<file path="src/rtl/bfx_pkg.sv">
package bfx_pkg;
  typedef struct packed {
    logic n;
    logic z;
    logic c;
  } bfx_flags_t;
endpackage

</file>
<file path="src/rtl/bfx_range.sv">
module bfx_range #(
  parameter int SRC_W  = 64,
  parameter int RES_W  = 32,
  parameter int POS_W  = $clog2(SRC_W),
  parameter int SIZE_W = $clog2(SRC_W)
) (
  input  logic [POS_W-1:0]  pos,
  input  logic [SIZE_W-1:0] size,
  output logic              bad
);
  localparam int SUM_W = ((POS_W > SIZE_W) ? POS_W : SIZE_W) + 1;
  logic [SUM_W-1:0] span;
  assign span = SUM_W'(pos) + SUM_W'(size);
  assign bad  = (span > SUM_W'(SRC_W)) || (SUM_W'(size) > SUM_W'(RES_W));
endmodule

</file>
<file path="src/rtl/bfx_shifter.sv">
module bfx_shifter #(
  parameter int SRC_W = 64,
  parameter int RES_W = 32,
  parameter int POS_W = $clog2(SRC_W)
) (
  input  logic [SRC_W-1:0] src,
  input  logic [POS_W-1:0] pos,
  output logic [RES_W-1:0] raw
);
  logic [SRC_W-1:0] aligned;
  assign aligned = src >> pos;
  assign raw     = aligned[RES_W-1:0];
endmodule

</file>
<file path="src/rtl/bfx_extend.sv">
module bfx_extend #(
  parameter int RES_W  = 32,
  parameter int SIZE_W = 6
) (
  input  logic [RES_W-1:0]  raw,
  input  logic [SIZE_W-1:0] size,
  input  logic              sign_ext,
  output logic [RES_W-1:0]  field
);
  localparam int IDX_W = $clog2(RES_W);
  logic [SIZE_W-1:0] top_idx;
  logic              top_bit;
  logic              fill;

  assign top_idx = size - SIZE_W'(1);
  assign top_bit = (size != '0) ? raw[top_idx[IDX_W-1:0]] : 1'b0;
  assign fill    = sign_ext & top_bit;

  for (genvar i = 0; i < RES_W; i++) begin : g_bit
    assign field[i] = (SIZE_W'(i) < size) ? raw[i] : fill;
  end
endmodule

</file>
<file path="src/rtl/bfx_compare.sv">
module bfx_compare
  import bfx_pkg::*;
#(
  parameter int RES_W = 32
) (
  input  logic [RES_W-1:0] lhs,
  input  logic [RES_W-1:0] rhs,
  output bfx_flags_t       flags
);
  assign flags.n = $signed(lhs) < $signed(rhs);
  assign flags.z = lhs == rhs;
  assign flags.c = lhs < rhs;
endmodule

</file>
<file path="src/rtl/bfx_unit.sv">
module bfx_unit
  import bfx_pkg::*;
#(
  parameter int SRC_W  = 64,
  parameter int RES_W  = 32,
  parameter int POS_W  = $clog2(SRC_W),
  parameter int SIZE_W = $clog2(SRC_W)
) (
  input  logic              clk,
  input  logic              rst,
  input  logic              start,
  input  logic [SRC_W-1:0]  src_data,
  input  logic [POS_W-1:0]  bit_pos,
  input  logic [SIZE_W-1:0] fld_size,
  input  logic              sign_ext,
  input  logic              cmp_mode,
  input  logic [RES_W-1:0]  cmp_op,
  output logic              done,
  output logic [RES_W-1:0]  result,
  output logic              flag_n,
  output logic              flag_z,
  output logic              flag_c,
  output logic              rsvd_err
);
  logic [RES_W-1:0] raw;
  logic [RES_W-1:0] field;
  logic             bad;
  bfx_flags_t       cmp_flags;

  bfx_range #(.SRC_W(SRC_W), .RES_W(RES_W), .POS_W(POS_W), .SIZE_W(SIZE_W)) u_range (
    .pos(bit_pos), .size(fld_size), .bad(bad)
  );

  bfx_shifter #(.SRC_W(SRC_W), .RES_W(RES_W), .POS_W(POS_W)) u_shift (
    .src(src_data), .pos(bit_pos), .raw(raw)
  );

  bfx_extend #(.RES_W(RES_W), .SIZE_W(SIZE_W)) u_ext (
    .raw(raw), .size(fld_size), .sign_ext(sign_ext), .field(field)
  );

  bfx_compare #(.RES_W(RES_W)) u_cmp (
    .lhs(field), .rhs(cmp_op), .flags(cmp_flags)
  );

  always_ff @(posedge clk) begin
    if (rst) begin
      done     <= 1'b0;
      result   <= '0;
      flag_n   <= 1'b0;
      flag_z   <= 1'b0;
      flag_c   <= 1'b0;
      rsvd_err <= 1'b0;
    end else begin
      done <= start;
      if (start) begin
        if (bad) begin
          result   <= '0;
          flag_n   <= 1'b0;
          flag_z   <= 1'b0;
          flag_c   <= 1'b0;
          rsvd_err <= 1'b1;
        end else if (cmp_mode) begin
          result   <= '0;
          flag_n   <= cmp_flags.n;
          flag_z   <= cmp_flags.z;
          flag_c   <= cmp_flags.c;
          rsvd_err <= 1'b0;
        end else begin
          result   <= field;
          flag_n   <= 1'b0;
          flag_z   <= 1'b0;
          flag_c   <= 1'b0;
          rsvd_err <= 1'b0;
        end
      end
    end
  end
endmodule

</file>
<file path="config.mk">
export PLATFORM = sky130hd
export DESIGN_NAME = bfx_unit
export DESIGN_NICKNAME = d
export VERILOG_FILES = /design/src/rtl/bfx_pkg.sv /design/src/rtl/bfx_range.sv /design/src/rtl/bfx_shifter.sv /design/src/rtl/bfx_extend.sv /design/src/rtl/bfx_compare.sv /design/src/rtl/bfx_unit.sv
export SDC_FILE = /design/constraint.sdc
export NUM_CORES = 1
export LEC_CHECK = 0
export ABC_AREA = 1
export BUFFER_PORTS_ARGS = -buffer_cell sky130_fd_sc_hd__buf_2
export CAP_MARGIN = 5
export CORE_MARGIN = 2
export CORE_UTILIZATION = 35
export CTS_CLUSTER_DIAMETER = 120
export DETAILED_ROUTE_END_ITERATION = 16
export PLACE_DENSITY_LB_ADDON = 0.1
export SYNTH_ARGS = -nofsm -noshare
export SYNTH_HDL_FRONTEND = slang
export SYNTH_SLANG_ARGS = --single-unit
</file>
<file path="constraint.sdc">
create_clock -name clk -period 9 [get_ports clk]
set_clock_uncertainty 0.05 [all_clocks]
set_input_delay 0.45 -clock clk [delete_from_list [all_inputs] [get_ports clk]]
set_output_delay 0.45 -clock clk [all_outputs]
set_load 0.01 [all_outputs]
</file>
==> run summary <==
Post-synth EDFFs: 0
Syn Nets: 1520
Ports: 150
worst reg2reg path depth: 2
clock buffer depth: 2
Min-Delay Path Class: in -> reg
unrepaired setup endpoints after global routing: false
CP max stage cell: inv_2
status: finished, final reports clean
total power: 0.815 mW
RD Place Congestion: 1.05
final setup vio count: 0
#FFs+latches synth: 37
placed instance area: 7940 sq um
Switching Fraction: 0.482
Reg clk slew, reported paths: 70 ps
final WL: 29900 microns
CTS root buf: clkbuf_16
worst vdd ir: 0.0000756 V
CTS buffer count: 5
CTS tree: yes
post-synthesis cell area: 7240 sq um
kind of end point of the critical path: flop
Die ar.: 21900 sq um
vias in the first global route: 8804
Peak Freq: 166 MHz
CP arrival: 6120 ps
wire per inst: 17.5 microns
element type at the critical path start: input port
setup TNS: 0 ps
# rows: 52
CP Capture Point: flag_n
Clock Latency Late Sink: 290 ps
max-slew violation count: 0
internal power: 0.422 mW
DP HPWL: 23900 microns
Die Ht: 148 microns
1st-pass router iterations: 6
Initial Util: 0.357
fin area: 8080 sq um
worst r2r src: flag_c
Iter 0 DRT Violations: 1061
Slew headroom: 0.264
Mapped Cells: 1366
WS Path Type: in -> reg
# hold bufs at CTS: 0
vias per inst: 5.59
CTS resizes: 0
port buffer count: 149
CTS H-tree lvls: 2
Sw Pwr: 0.393 mW
Final ANT Viol Nets: 0
crit-path max cell delay: 630 ps
met3 Track Usage GR: 0.0333
post-synthesis average cell area: 5.30 sq um
capturing point of the worst reg2reg path: flag_c
Yosys Warn Count: 0
setup repair bufs after CTS: 0
# DRC: 0
Min Hold Slack: 380 ps
Placeable Area: 20300 sq um
Comb power frac: 0.570
# clock sinks: 37
Fin. Hold Viols: 0
Area growth syn-to-layout: 11.6%
first-pass GRT wire length: 47200 microns
width of the chip: 148 microns
worst endpoint required time: 9090 ps
Vias: 9579
R2R setup slack: 8260 ps
layout cells sized above 1: 0.120
CP most frequent cell: nand3_1
CP max FO: 66
Setup crit start: bit_pos[1]
Tot GR Track Use: 0.269
GRT met1 Usage: 0.384
fin crit share: 0.669
register area share after synthesis: 0.102
Post-synth top flop: dfxtp_1
post-synth cell types: 40
initial antenna violation count: 0
fin nets: 1596
Least-Margin Pin Slew: 1100 ps
Seq pwr share: 0.209
ANT cells: 0
met2 usage: 0.433
fraction of registers with async set/reset: 0
GR peak layer: met2
clock network power share: 0.222
Cell Pwr Density: 101 nW/um^2
minimum clock period: 6020 ps
Leakage: 4.19 nW
maximum number of pins on one net before global-route repair: 67
max cap viols: 0
total gr overflow: 0
## through the flow
stage,utilization,std cells,setup WS [ps]
final,0.398,1713,2980
after global routing,0.398,1713,2330
after CTS,0.398,1713,3080
after detailed placement,0.391,1705,2760
after global placement,0.391,1705,2940
after floorplan,-,1366,4950
## synth_stat cells, types with 3 or more instances
cell,n,area [sq um]
nand4_1,4,25.0
nor2_1,32,120
ha_1,40,500
nor3_1,5,25.0
o21ai_0,16,80.1
clkbuf_1,27,101
buf_4,6,45.0
nand3_1,508,2540
nand2_1,385,1450
inv_1,103,387
buf_2,24,120
a21oi_1,63,315
buf_6,9,101
dfxtp_1,37,741
a21boi_0,12,90.1
o21ai_1,16,80.1
buf_1,21,78.8
xor2_1,3,26.3
inv_2,3,11.3
a21boi_1,20,150
nand3b_1,8,60.1
## state kept, by name, summed over array words and instances (netlist names)
signal / cells
rsvd_err: 1
flag_n: 1
flag_c: 1
result: 32
flag_z: 1
done: 1
## cells by family (layout without fill, tap and decap cells)
family	after synthesis	in the layout	share of synthesized area
AND/OR/NAND/NOR	950	950	0.592
AO/OA/AOI/OAI	138	138	0.111
XOR/XNOR	4	4	0.00484
flip-flops	37	37	0.102
buffers and inverters	196	273	0.119
adder cells (fa/ha/maj)	41	41	0.0719
## cells in the final DEF, fill, tap and decap left out, drive strengths merged
master    count
nand2       385
ha           40
xnor2         1
clkinv        3
clkinvlp      1
a221oi        1
nand3b        8
a211o         1
and2          1
fa            1
o2111ai       1
clkbuf        5
nor2         32
a31oi         1
or2           2
o21ai        32
nor4b         1
a21oi        63
nor3          5
o21a          1
buf         156
xor2          3
nand3       510
nor4          2
a21boi       32
o211ai        2
nand4         4
inv         108
o21bai        2
dfxtp        37
a211oi        1
a22oi         1
## final cells by class
class,instances,area [sq um]
Multi-Input combinational cell,1133,5640
Inverter,109,414
Tap cell,270,338
Sequential cell,37,741
Clock inverter,3,21.3
Fill cell,2393,12200
Timing Repair Buffer,156,798
Clock buffer,5,125
## how the worst min path moves through the flow
stage / startpoint / end / slack [ps] / cells after the start
floorplan: result[11] / result[11] / 440 / 2
global placement: result[3] / result[3] / 400 / 2
detailed placement: result[30] / result[30] / 400 / 2
CTS: start / flag_z / 380 / 3
global route: start / flag_z / 410 / 3
finish: start / flag_z / 380 / 3
## power groups by stage
stage | Sequential [mW] | Combinational, mW | Clock, mW
final | 0.170 | 0.465 | 0.181
after global routing | 0.171 | 0.521 | 0.193
after CTS | 0.170 | 0.459 | 0.184
after detailed placement | 0.174 | 0.457 | 0
after global placement | 0.174 | 0.457 | 0
after floorplan | 0.176 | 0.323 | 0
## worst max-delay path: cells and delay by family
kind,cells,cell delay [ps]
AO/OA/AOI/OAI,5,1010
adder cells (fa/ha/maj),1,190
buffers and inverters,4,1300
AND/OR/NAND/NOR,16,3050
## layer usage
layer  vias up  wire length [microns]  part of all wire
met4         0                    709             0.024
met1      4321                  13900              0.46
met5         -                      0                 0
met2       424                  13100              0.44
li1       4794                      -                 -
met3        40                   2160             0.072
(Power assumes the default switching activity.)
